File: src/rtl/pp_cmd_pkg.sv
package pp_cmd_pkg;
  typedef enum logic [1:0] {
    EV_IDLE  = 2'd0,
    EV_START = 2'd1,
    EV_END   = 2'd2,
    EV_PAIR  = 2'd3
  } ev_state_t;
endpackage

File: src/rtl/pp_line_sync.sv
module pp_line_sync #(
  parameter int STAGES = 2
) (
  input  logic clk,
  input  logic rst_n,
  input  logic line_i,
  output logic line_o
);
  logic [STAGES-1:0] chain_q;
  logic [STAGES-1:0] chain_d;

  always_comb begin
    chain_d[0] = line_i;
    for (int i = 1; i < STAGES; i++) chain_d[i] = chain_q[i-1];
  end

  generate
    for (genvar g = 0; g < STAGES; g++) begin : g_stage
      always_ff @(posedge clk or negedge rst_n) begin
        if (!rst_n) chain_q[g] <= 1'b0;
        else        chain_q[g] <= chain_d[g];
      end
    end
  endgenerate

  assign line_o = chain_q[STAGES-1];
endmodule

File: src/rtl/pp_line_filter.sv
module pp_line_filter #(
  parameter int MIN_HOLD = 2
) (
  input  logic clk,
  input  logic rst_n,
  input  logic line_i,
  output logic line_o
);
  localparam int CW = (MIN_HOLD < 2) ? 1 : $clog2(MIN_HOLD);
  localparam logic [CW-1:0] LAST = CW'(MIN_HOLD - 1);

  logic          lvl_q, lvl_d, lvl_en;
  logic [CW-1:0] cnt_q, cnt_d;
  logic          differs;

  assign differs = (line_i != lvl_q);

  always_comb begin
    lvl_en = 1'b0;
    lvl_d  = lvl_q;
    cnt_d  = '0;
    if (differs) begin
      if (cnt_q == LAST) begin
        lvl_en = 1'b1;
        lvl_d  = line_i;
      end else begin
        cnt_d = cnt_q + 1'b1;
      end
    end
  end

  always_ff @(posedge clk or negedge rst_n) begin
    if (!rst_n) begin
      lvl_q <= 1'b0;
      cnt_q <= '0;
    end else begin
      cnt_q <= cnt_d;
      if (lvl_en) lvl_q <= lvl_d;
    end
  end

  assign line_o = lvl_q;
endmodule

File: src/rtl/pp_event_fsm.sv
module pp_event_fsm
  import pp_cmd_pkg::*;
(
  input  logic clk,
  input  logic rst_n,
  input  logic start_i,
  input  logic end_i,
  output logic start_fire_o,
  output logic end_fire_o,
  output logic shift_fire_o,
  output logic shift_bit_o
);
  ev_state_t state_q, state_d;
  logic      bit_q, bit_d;

  always_comb begin
    state_d      = state_q;
    bit_d        = bit_q;
    start_fire_o = 1'b0;
    end_fire_o   = 1'b0;
    shift_fire_o = 1'b0;
    unique case (state_q)
      EV_IDLE: begin
        if (start_i && end_i) begin
          state_d = EV_PAIR;
          bit_d   = 1'b0;
        end else if (start_i) begin
          state_d = EV_START;
        end else if (end_i) begin
          state_d = EV_END;
        end
      end
      EV_START: begin
        if (!start_i) begin
          start_fire_o = 1'b1;
          state_d      = end_i ? EV_END : EV_IDLE;
        end else if (end_i) begin
          state_d = EV_PAIR;
          bit_d   = 1'b1;
        end
      end
      EV_END: begin
        if (!end_i) begin
          end_fire_o = 1'b1;
          state_d    = start_i ? EV_START : EV_IDLE;
        end else if (start_i) begin
          state_d = EV_PAIR;
          bit_d   = 1'b0;
        end
      end
      EV_PAIR: begin
        if (!start_i && !end_i) begin
          shift_fire_o = 1'b1;
          state_d      = EV_IDLE;
        end
      end
      default: state_d = EV_IDLE;
    endcase
  end

  always_ff @(posedge clk or negedge rst_n) begin
    if (!rst_n) begin
      state_q <= EV_IDLE;
      bit_q   <= 1'b0;
    end else begin
      state_q <= state_d;
      bit_q   <= bit_d;
    end
  end

  assign shift_bit_o = bit_q;
endmodule

File: src/rtl/pp_shift_reg.sv
module pp_shift_reg #(
  parameter int WIDTH = 4
) (
  input  logic             clk,
  input  logic             rst_n,
  input  logic             shift_en,
  input  logic             bit_i,
  output logic [WIDTH-1:0] data_o
);
  logic [WIDTH-1:0] data_q, data_d;

  always_comb data_d = {data_q[WIDTH-2:0], bit_i};

  always_ff @(posedge clk or negedge rst_n) begin
    if (!rst_n)        data_q <= '0;
    else if (shift_en) data_q <= data_d;
  end

  assign data_o = data_q;
endmodule

File: src/rtl/pp_cmd_decoder.sv
module pp_cmd_decoder #(
  parameter int SYNC_STAGES = 2,
  parameter int MIN_HOLD    = 2,
  parameter int SEL_W       = 4
) (
  input  logic             clk,
  input  logic             rst_n,
  input  logic             start_line,
  input  logic             end_line,
  output logic [SEL_W-1:0] sel_o,
  output logic             shift_stb_o,
  output logic             start_cmd_o,
  output logic             end_cmd_o
);
  localparam int NLINES = 2;

  logic       rst_meta_q, rst_sync_n;
  logic [NLINES-1:0] raw_lines, sync_lines, flt_lines;
  logic       start_flt, end_flt;
  logic       start_fire, end_fire, shift_fire, shift_bit;
  logic [2:0] stb_q, stb_d;

  always_ff @(posedge clk or negedge rst_n) begin
    if (!rst_n) begin
      rst_meta_q <= 1'b0;
      rst_sync_n <= 1'b0;
    end else begin
      rst_meta_q <= 1'b1;
      rst_sync_n <= rst_meta_q;
    end
  end

  assign raw_lines = {end_line, start_line};

  generate
    for (genvar g = 0; g < NLINES; g++) begin : g_line
      pp_line_sync #(.STAGES(SYNC_STAGES)) u_sync (
        .clk(clk), .rst_n(rst_sync_n),
        .line_i(raw_lines[g]), .line_o(sync_lines[g])
      );
      pp_line_filter #(.MIN_HOLD(MIN_HOLD)) u_filt (
        .clk(clk), .rst_n(rst_sync_n),
        .line_i(sync_lines[g]), .line_o(flt_lines[g])
      );
    end
  endgenerate

  assign start_flt = flt_lines[0];
  assign end_flt   = flt_lines[1];

  pp_event_fsm u_fsm (
    .clk(clk), .rst_n(rst_sync_n),
    .start_i(start_flt), .end_i(end_flt),
    .start_fire_o(start_fire), .end_fire_o(end_fire),
    .shift_fire_o(shift_fire), .shift_bit_o(shift_bit)
  );

  pp_shift_reg #(.WIDTH(SEL_W)) u_sel (
    .clk(clk), .rst_n(rst_sync_n),
    .shift_en(shift_fire), .bit_i(shift_bit), .data_o(sel_o)
  );

  always_comb stb_d = {shift_fire, end_fire, start_fire};

  always_ff @(posedge clk or negedge rst_sync_n) begin
    if (!rst_sync_n) stb_q <= '0;
    else             stb_q <= stb_d;
  end

  assign start_cmd_o = stb_q[0];
  assign end_cmd_o   = stb_q[1];
  assign shift_stb_o = stb_q[2];
endmodule

File: config.mk
export PLATFORM = sky130hd
export DESIGN_NAME = pp_cmd_decoder
export DESIGN_NICKNAME = d
export VERILOG_FILES = /design/src/rtl/pp_cmd_pkg.sv /design/src/rtl/pp_line_sync.sv /design/src/rtl/pp_line_filter.sv /design/src/rtl/pp_event_fsm.sv /design/src/rtl/pp_shift_reg.sv /design/src/rtl/pp_cmd_decoder.sv
export SDC_FILE = /design/constraint.sdc
export NUM_CORES = 1
export LEC_CHECK = 0
export BUFFER_PORTS_ARGS = -buffer_cell sky130_fd_sc_hd__buf_2
export CAP_MARGIN = 20
export CORE_MARGIN = 5
export CORE_UTILIZATION = 50
export CTS_CLUSTER_SIZE = 40
export DETAILED_ROUTE_END_ITERATION = 6
export PLACE_DENSITY = 0.82
export SYNTH_ARGS = -nofsm -noshare
export SYNTH_HDL_FRONTEND = slang
export SYNTH_HIERARCHICAL = 1
export SYNTH_SLANG_ARGS = --single-unit
File: constraint.sdc
create_clock -name clk -period 0.8 [get_ports clk]
set_input_delay 0 -clock clk [delete_from_list [all_inputs] [get_ports clk]]
set_output_delay 0 -clock clk [all_outputs]
set_load 0.02 [all_outputs]
# Yosys cells after proc, flatten, opt, wreduce, memory -nomap -nowiden
# Index checks and enable logic that the tools add are counted.
# totals
register_bits,20
out_inout_bits,7
inputBits,4
wordCells,71
# op_classes
add_sub_neg,2
n_eq_ne,14
mux,31
n_reduce_logical,10
# op_table
operator,count
$mux W1,20
$mux W2,9
$ne A2 B2 Y1 const B,4
$pmux W2 S4,1
$ne A3 B3 Y1 const B,2
$reduce_and A3 Y1,2
$reduce_and A6 Y1,1
$eq A2 B2 Y1 const B,2
$ne A2 B1 Y1 const B,2
$ne A4 B3 Y1 const B,1
$reduce_and A4 Y1,1
$pmux W1 S3,1
$reduce_bool A3 Y1,1
$add A1 B1 Y1 const B,2
$eq A2 B1 Y1 const B,1
$logic_and A1 B1 Y1,2
$logic_not A1 Y1,2
$logic_not A2 Y1,1
$ne A1 B1 Y1,2

# Logic depth before layout (Yosys ltp)
# Gate-level depths: netlist of run 1.
# depth
depth_word,4
depth_mapped,3
ltp_nobuf,3

# Modules after synthesis
# Netlist of run 1, hierarchy kept.
# by_module_without_submodules
module,cells_per_inst,seq_area_each_um2,area_per_inst_um2,instances
pp_line_filter,5,50.0,77.6,2
pp_shift_reg,8,100.1,145.1,1
pp_event_fsm,12,75.1,137.6,1
pp_cmd_decoder,6,125.1,128.9,1
pp_line_sync,2,50.0,50.0,2

# Least setup slack after synthesis of run 1
# No wires, ideal clock.
# synth_timing
path_kind,register -> register
start,register g_line[0].u_filt.lvl_q
end,"register u_sel.data_q[0], in the netlist u_sel/data_o[0]"
required_time_ps,675
t_arrival_ps,1245
setup_time_ps,125
path_stages_with_launch,3
period_less_slack_ps,1369
path_buffers,0
slack_ps,-569
path_cell_list,dfrtp_1 nor3_1 mux2_2
# synth_between
elab_chain_cells,4
# synth_lines
item,line,rtl
"start, declared",pp_line_filter.sv:12,"logic lvl_q, lvl_d, lvl_en;"
"start signal, assigned",pp_line_filter.sv:38,if (lvl_en) lvl_q <= lvl_d;
$logic_not A1 Y1,n/a,
$logic_and A1 B1 Y1,pp_event_fsm.sv:52,if (!start_i && !end_i) begin
$mux W1,pp_event_fsm.sv:52,
$mux W1,pp_event_fsm.sv:22,unique case (state_q)
net shift_fire,pp_cmd_decoder.sv:20,"logic start_fire, end_fire, shift_fire, shift_bit;"
"end signal, assigned",pp_shift_reg.sv:16,else if (shift_en) data_q <= data_d;
"end, declared",pp_shift_reg.sv:10,"logic [WIDTH-1:0] data_q, data_d;"
# The timed path passes the listed nets, and every way through them passes these cells.
# A chain may end at the register's enable or synchronous reset.

# Worst setup path in the final report of run 1
# layout_timing
start,register g_line[0].u_filt.lvl_q
end,"register u_sel.data_q[1], in the netlist u_sel/data_o[1]"
# The elaborated chain is that of the path after synthesis.

==> summary.md, run 1 <==
| Metric | Value |
|---|---|
| CTS tree | yes |
| Aggregate routed wire length | around 1.1 mm |
| FILL cells | slightly above 80 |
| Vias per inst | ~4.8 |
| Wire length of the first global-routing pass | approximately 1.9 mm |
| Cell family with most CP delay | flip-flops |
| Period utilization | 1.50 |
| Detail Route Antenna Nets | 0 |
| Core Rows | 13 |
| Layout Skew | ~2.8 ps |
| VDD IR max | slightly below 2000 uV |
| GPL Wtd Cong | about 0.64 |
| Flop pwr share | 0.431 |
| Clock power frac | 0.149 |
| Critical Path AT | between 1000 and 1500 ps |
| RSZ-0062 raised after global routing | true |
| Post-Syn Nets | 44 |
| Sw Pwr | around 1.2 mW |
| Vias in the first global route | slightly above 400 |
| Vias post-DR | between 300 and 400 |
| Post-layout net count | 70 |
| Root Buffer | clkbuf_4 |
| Final hold vios | 0 |
| Die X-Extent | about 47 um |
| Clk buf depth | 2 |
| Clock latency at the later pin of the worst-skew pair | a little under 300 ps |
| Max stage delay cell, worst path | dfrtp_2 |
| Slowest stage delay, CP | about 440 ps |
| Final min period | 1200 ps |
| Cts bufs inserted | 3 |
| Worst hold path type | reg2async |
| Final non-filler cell total | 80 |
| Sink Count | 20 |
| Syn Inst Count | 40 |
| CP Max Fanout | 5 |
| IO Pins | 11 |
| CTS clk-pin slew, worst paths | around 100 ps |
| Internal | around 2.6 mW |
| Type of the worst setup path | reg2reg |
| WL per Instance | ~14 um |
| FMAX | about 840 MHz |
| N_diodes | 0 |
| FF+latch count, synth | 20 |
| Placed Cells | just over 70 |
| Crit path launch type | flip-flop |
| Max Cap Viol | 0 |
| Avg Synthesized Cell Area | 16.7 sq um |
| 1st-iter DRT viols | 1 |
| Pre-CTS setup slack | -389 ps |
| Syn Std Cell Area | 667 sq um |
| Yosys warns | 6 |
| Total power | ~3.8 mW |
| Register area share after synthesis | 0.750 |
| Chip Height | between 40 and 50 um |
| Total core area | about 1300 sq um |
| Failing checks | setup timing |
| Yosys cell types | 12 |
| Final setup margin | -396 ps |
| DRC Markers | 0 |
| Die area | approximately 2200 sq um |
| PD cells | 3930 nW/um^2 |
| Sw Share | 0.319 |
| Final setup viols | 20 |
| Initial antenna violation count | 0 |
| H-tree depth | 1 |
| I/O Buffers | 10 |
| Util after Layout | 0.743 |
| Buffers plus inverters on the worst setup path | 0 |
| R2r setup slk | -400 ps |
| Initial Util | 0.519 |
| Total track usage | 0.133 |
| Critical Path, Cell by Cell | nor3_4 -> mux2_2 |
| Status | finished with violations |
| Pleak | approximately 0.46 nW |
| Crit. End Element | flip-flop |
| GR Overflow Total | 0 |
| Slew Limit Fails | 0 |
| Required @ worst endpoint | slightly below 1000 ps |
| DRT Pass-1 Iters | 2 |
| Largest net degree at the start of global routing | 12 |
| Synthesis-to-layout area growth | 43.2% |
| Combinational group share of total power | 0.421 |
| Proportion of layout cells with a drive suffix above 1 | 0.523 |
## cell usage after synthesis
library cell	count	area share
dfrtp_1	20	0.75
mux2_2	4	0.068
a31o_1	2	0.026
mux2_4	2	0.045
nand2_1	2	0.011
nor2_1	2	0.011
nor3b_1	2	0.023
xnor2_1	2	0.026
and3b_1	1	0.013
conb_1	1	0.0056
nor3_1	1	0.0075
o22a_1	1	0.013
## through the flow
stage / setup TNS, ps / hold slack [ps] / instance area (sq um)
after floorplan: -1640 / -296 / 681
after global placement: -2300 / -216 / 795
after detailed placement: -2470 / -215 / 795
after CTS: -3270 / 181 / 955
after global routing: -4110 / 209 / 955
final: -3200 / 174 / 955
## power by group through the flow
stage	Combinational [mW]	Clock [mW]	Sequential (mW)
after global placement	1.19	0	1.57
after CTS	1.59	0.579	1.62
after detailed placement	1.23	0	1.60
final	1.58	0.558	1.62
after floorplan	0.496	0	1.86
after global routing	1.70	0.636	1.66
## registers in the layout, indices dropped and copies added, names as in the netlist
name and flops:
u_sel/data_o 4, stb_q 3, g_line.u_filt/cnt_q 2, g_line.u_filt/line_o 2
g_line.u_sync/chain_d 2, g_line.u_sync/line_o 2, u_fsm/state_q 2, rst_meta_q 1
rst_sync_n 1, u_fsm/shift_bit_o 1
## cell families after synthesis
family | synth area share
xor+xnor | 0.0263
mux | 0.113
compound gates | 0.0394
simple gates | 0.0657
flops | 0.750
other cells | 0.00562
## layer usage
layer / vias to the layer above / global-route usage / routed length, um
met2: 7 / 0.228 / 588
met1: 193 / 0.155 / 455
met4: 0 / 0.0511 / 0
met3: 0 / 0.0352 / 38
li1: 186 / - / -
met5: - / 0 / 0
## final timing paths
| kind | cells after the start | to | startpoint |
|---|---|---|---|
| setup / recovery | 2 | u_sel/data_o[1] | g_line[0].u_filt/line_o |
| hold / removal | 1 | stb_q[1] | rst_sync_n |
| setup reg to reg | 2 | u_sel/data_o[1] | g_line[0].u_filt/line_o |
| hold reg to reg | 1 | stb_q[1] | rst_sync_n |
| max in group asynchronous | 3 | rst_sync_n | rst_n |
| min in group clk | 2 | g_line[1].u_sync/chain_d[1] | end_line |
## what timing repair did
action | CTS | global route
gates resized for setup | 20 | 1
setup buffers | 1 | 1
pin swaps | 2 | 1
hold endpoints to repair | 4 | 0
setup endpoints to repair | 21 | 21
hold buffers | 4 | 0
## cells in the final DEF (no fill, tap or decap)
master	n
dfrtp_1	18
buf_6	9
buf_4	5
dlygate4sd3_1	4
mux2_2	4
clkbuf_4	3
buf_2	3
xnor2_2	2
nor2_1	2
mux2_4	2
dfrtp_2	2
nor3b_2	2
nand2_1	2
a31o_1	2
clkbuf_8	1
conb_1	1
nor3_4	1
and3b_1	1
o22a_1	1
## final cells by class
cell class	count	area (sq um)	share of cell area
tap	15	18.8	0.0197
clock buffer	4	36.3	0.0380
timing repair buffer	21	194	0.203
sequential	20	503	0.527
multi-input combinational	20	203	0.212
Power figures use the tool's default switching activity.
==> inputs of run 2 (changes only) <==
- ABC_AREA: not set -> 1
- CORE_UTILIZATION: 50 -> 51
- PLACE_DENSITY: 0.82 -> 0.83
- SLEW_MARGIN: not set -> 20
==> summary.md, run 2 <==
| Metric | Value |
|---|---|
| Vias post-DR | approximately 520 |
| Critical Path, Cell by Cell | nor3_4 -> inv_2 -> nand2_1 -> nand2_1 |
| Vias in the first global route | 581 |
| Yosys warns | 6 |
| Sink Count | 20 |
| Max stage delay cell, worst path | dfrtp_1 |
| N_diodes | 0 |
| Core Rows | 13 |
| Slowest stage delay, CP | 430 ps |
| Share of Yosys cell area claimed by the top area cell type | 0.734 |
| Avg Synthesized Cell Area | 10.5 sq um |
| Yosys top cell by area | dfrtp_1 |
| Register Area | 500 sq um |
| Yosys cell types | 11 |
| Final setup viols | 19 |
| Largest net degree at the start of global routing | 19 |
| Post-Syn Nets | 69 |
| Failing checks | setup timing |
| Root Buffer | clkbuf_4 |
| FF+latch count, synth | 20 |
| RSZ-0062 raised after global routing | true |
| Wire length of the first global-routing pass | between 2 and 2.5 mm |
| I/O Buffers | 10 |
| Layout Skew | approximately 6.2 ps |
| GPL Wtd Cong | 0.801 |
| Pleak | 0.525 nW |
| Multi-input gate area | 219 sq um |
| Clock latency at the later pin of the worst-skew pair | slightly below 300 ps |
| Die X-Extent | between 40 and 50 um |
| FILL cells | between 80 and 90 |
| FMAX | ~960 MHz |
| Period utilization | 1.31 |
| Most frequent cells in the layout | 20 x dfrtp_1, 16 x nand2_1, 9 x nand2_2, 9 x buf_4, 8 x buf_6 |
| Most common cell after layout, fill and taps aside | dfrtp_1 |
| VDD IR max | 2100 uV |
| Required @ worst endpoint | between 900 and 1000 ps |
| Type of the worst setup path | reg2reg |
| Worst hold path type | reg2async |
| Proportion of layout cells with a drive suffix above 1 | 0.468 |
| Post-DP Area | about 800 sq um |
| DPL Wire Length | around 800 um |
| Cell area after layout | just over 1000 sq um |
| Cts bufs inserted | 3 |
| Cell family with most CP delay | flip-flops |
| PD cells | approximately 3800 nW/um^2 |
| CTS clk-pin slew, worst paths | approximately 100 ps |
| Syn Inst Count | 65 |
| Crit. End Element | flip-flop |
| Detail Route Antenna Nets | 0 |
| Slew Limit Fails | 0 |
| Chip Height | roughly 47 um |
| DRC Markers | 0 |
| Leading post-synthesis cells by instance count | 25 x nand2_1, 20 x dfrtp_1, 6 x inv_1 |
| Max Cap Viol | 0 |
| Final setup margin | -247 ps |
| Most common cell in the synthesized netlist | nand2_1 |
| IO Pins | 11 |
| Aggregate routed wire length | about 1.3 mm |
| Util after Layout | 0.800 |
| Critical Path AT | between 1000 and 1500 ps |
| Ys async rst share | 1.00 |
| Syn Std Cell Area | 682 sq um |
| Post-synth EDFFs | 0 |
| Buffers plus inverters on the worst setup path | 1 |
| Largest register FFs | 4 |
| Most common flop cell mapped by yosys | dfrtp_1 |
| Initial Util | 0.531 |
| Worst path most repeated cell | nand2_1 |
| GR Overflow Total | 0 |
| 1st-iter DRT viols | 14 |
| Register area share after synthesis | 0.734 |
| Die area | approximately 2200 sq um |
| WL per Instance | 11.6 um |
| Vias per inst | around 4.8 |
| CTS tree | yes |
| Ranking of synthesized cells by area | dfrtp_1 73%, nand2_1 14%, inv_1 3.3% |
| Total power | 3.91 mW |
| Clk buf depth | 2 |
| Total core area | between 1000 and 1500 sq um |
| Total track usage | 0.149 |
| Synthesis-to-layout area growth | 50.8% |
| CP Max Fanout | 5 |
| Status | finished with violations |
| Final hold vios | 0 |
| DRT Pass-1 Iters | 4 |
| Post-layout net count | 99 |
| H-tree depth | 1 |
| Initial antenna violation count | 0 |
| Crit path launch type | flip-flop |
| Final min period | roughly 1000 ps |
==> run 2: changes by cell type in the layout (fill, tap and decap cells not counted), moves of 3 or more <==
| cell | before | now |
|---|---|---|
| buf_4 | 5 | 9 |
| inv_1 | 0 | 5 |
| mux2_2 | 4 | 0 |
| nand2_1 | 2 | 16 |
| nand2_2 | 0 | 9 |
| nor2_2 | 0 | 3 |
| nor2_4 | 0 | 3 |
==> run 2: cells by family after synthesis <==
logic type / Yosys count / synth area share
other: 1 / 0.00550
AND/OR/NAND/NOR: 34 / 0.200
AO/OA/AOI/OAI: 3 / 0.0220
buffers and inverters: 7 / 0.0385
flip-flops: 20 / 0.734
==> run 2: layer usage <==
metal / vias to the layer above / wire length [um] / global-route usage
met3: 4 / 81 / 0.0273
li1: 252 / - / -
met2: 18 / 686 / 0.269
met4: 0 / 29 / 0.0852
met1: 247 / 468 / 0.159
met5: - / 0 / 0
==> run 2: path summary, 6_finish.rpt <==
path                                         start                           to  slack [ps]  cells past startpoint
setup reg to reg           g_line[0].u_filt/line_o              u_sel/data_o[3]        -250                      4
max in group asynchronous                    rst_n                   rst_sync_n         130                      3
setup / recovery           g_line[0].u_filt/line_o              u_sel/data_o[3]        -250                      4
min in group clk                        start_line  g_line[0].u_sync/chain_d[1]         350                      2
hold reg to reg                         rst_sync_n             u_fsm/state_q[1]         180                      1
hold / removal                          rst_sync_n             u_fsm/state_q[1]         180                      1
==> run 2: metrics by stage <==
step	setup WS, ps	hold slack, ps	setup TNS [ps]	cells
after floorplan	-191	-296	-777	65
after global placement	-179	-213	-864	95
after detailed placement	-237	-212	-1210	95
after CTS	-211	198	-1820	109
after global routing	-298	224	-2840	109
final	-247	183	-2020	109
==> run 2: timing repair <==
item	CTS	global route
hold buffers	4	0
hold endpoints to repair	4	0
pin swaps	5	5
resized for setup	27	8
setup endpoints to repair	20	21
buffers inserted	6	1
==> run 2: area by class of cell <==
class / count / area share
inverters: 7 / 0.0255
multi-input cells: 38 / 0.213
repair buffers: 25 / 0.221
well taps: 15 / 0.0182
flip-flops and latches: 20 / 0.487
clock buffers: 4 / 0.0353
==> run 2: report_power, final <==
part / internal (mW) / leakage, nW / switching (mW)
registers: 1.35 / 0.248 / 0.237
logic: 0.866 / 0.256 / 0.909
clock network: 0.277 / 0.0210 / 0.279
total: 2.49 / 0.525 / 1.42
==> inputs of run 3 (changes only) <==
- PLACE_DENSITY: 0.83 -> 0.76
==> summary.md, run 3 (synthesis gave the netlist of run 2 again) <==
| Metric | Value |
|---|---|
| Critical Path AT | about 1300 ps |
| N_diodes | 0 |
| Chip Height | ~47 um |
| Final min period | approximately 1000 ps |
| Largest net degree at the start of global routing | 19 |
| GR Overflow Total | 0 |
| Status | finished with violations |
| I/O Buffers | 10 |
| GPL Wtd Cong | approximately 0.81 |
| Layout Skew | 2.65 ps |
| Slew Limit Fails | 0 |
| Post-layout net count | 100 |
| DRT Pass-1 Iters | 4 |
| Required @ worst endpoint | between 1000 and 1500 ps |
| Total track usage | 0.144 |
| Die X-Extent | ~47 um |
| RSZ-0062 raised after global routing | true |
| Sink Count | 20 |
| PD cells | ~4000 nW/um^2 |
| Worst hold path type | reg2async |
| Setup TNS | -1590 ps |
| WL per Instance | about 13 um |
| Final setup viols | 19 |
| Final non-filler cell total | 110 |
| Initial antenna violation count | 0 |
| Vias in the first global route | between 400 and 500 |
| Synthesis-to-layout area growth | 56.9% |
| Hold Slack | 192 ps |
| Vias post-DR | 567 |
| Clock latency at the later pin of the worst-skew pair | roughly 300 ps |
| Crit. End Element | flip-flop |
| Total power | about 4.3 mW |
| Root Buffer | clkbuf_4 |
| VDD IR max | roughly 2000 uV |
| Final hold vios | 0 |
| Period utilization | 1.27 |
| Core Rows | 13 |
| CTS tree | yes |
| CTS clk-pin slew, worst paths | 110 ps |
| Pleak | 0.555 nW |
| FMAX | approximately 990 MHz |
| Initial Util | 0.531 |
| Placed Cells | 95 |
| Type of the worst setup path | reg2reg |
| H-tree depth | 1 |
| Failing checks | setup timing |
| Wire length of the first global-routing pass | between 2 and 2.5 mm |
| Vias per inst | just over 5 |
| Cts bufs inserted | 3 |
| Total core area | roughly 1300 sq um |
| Die area | between 2000 and 2500 sq um |
| Aggregate routed wire length | 1.44 mm |
| CP Max Fanout | 5 |
| Util after Layout | 0.833 |
| DRC Markers | 0 |
| Crit path launch type | flip-flop |
| Final setup margin | -213 ps |
| Proportion of layout cells with a drive suffix above 1 | 0.526 |
| Clk buf depth | 2 |
| Most common cell after layout, fill and taps aside | dfrtp_1 |
| Max Cap Viol | 0 |
| IO Pins | 11 |
| Detail Route Antenna Nets | 0 |
| 1st-iter DRT viols | 5 |
| Largest register FFs | 4 |
| Most frequent cells in the layout | 20 x dfrtp_1, 12 x nand2_1, 11 x nand2_2 |
| DPL Wire Length | 807 um |
## run 3: changes by cell type in the layout (fill, tap and decap cells not counted), sizes merged
cell / previous run / this run
clkbuf: 4 / 3
buf: 21 / 22
bufinv: 0 / 1
## run 3: final timing paths
check	startpoint	endpoint	slack, ps	depth (start not counted)
setup / recovery	u_fsm/state_q[0]	u_sel/data_o[0]	-210	5
hold / removal	rst_sync_n	u_sel/data_o[0]	190	1
setup reg to reg	u_fsm/state_q[0]	u_sel/data_o[0]	-210	5
hold reg to reg	rst_sync_n	u_sel/data_o[0]	190	1
max in group asynchronous	rst_n	rst_meta_q	120	3
min in group clk	start_line	g_line[0].u_sync/chain_d[1]	330	2
## run 3: report_power, final
group / internal (mW) / total [mW] / switching (mW)
logic: 0.926 / 1.91 / 0.987
registers: 1.35 / 1.60 / 0.251
clock network: 0.506 / 0.815 / 0.309
## run 3: what timing repair did
item / in CTS / in global routing
pin swaps: 5 / 11
hold endpoints to repair: 4 / 0
buffers inserted: 4 / 3
hold buffers: 4 / 0
resized for setup: 15 / 27
endpoints found under the setup margin: 20 / 20
cloned: 0 / 0
## run 3: worst max-delay path, stage by stage, from the launching register on
cell,delay [ps]
dfrtp_1,380
nand2_2,90
nor3_4,220
buf_6,150
nand2_2,50
nand2_1,70
## run 3: metal layers
metal	global-route usage	share of wire
met1	0.152	0.38
met2	0.250	0.54
met3	0.0352	0.044
met4	0.0966	0.031
met5	0	0
## run 3: final cells by class
| class | instances | area [sq um] |
|---|---|---|
| flip-flops and latches | 20 | 500 |
| repair buffers | 26 | 235 |
| multi-input cells | 38 | 234 |
| fillers | 61 | 215 |
| clock inverters | 1 | 30.0 |
| inverters | 7 | 28.8 |
| clock buffers | 3 | 22.5 |
| well taps | 15 | 18.8 |
## run 3: stage by stage
step / setup slack (ps) / area, sq um
after global routing: -289 / 1070
after detailed placement: -237 / 802
final: -213 / 1070
after CTS: -155 / 971
after global placement: -181 / 802
after floorplan: -191 / 696
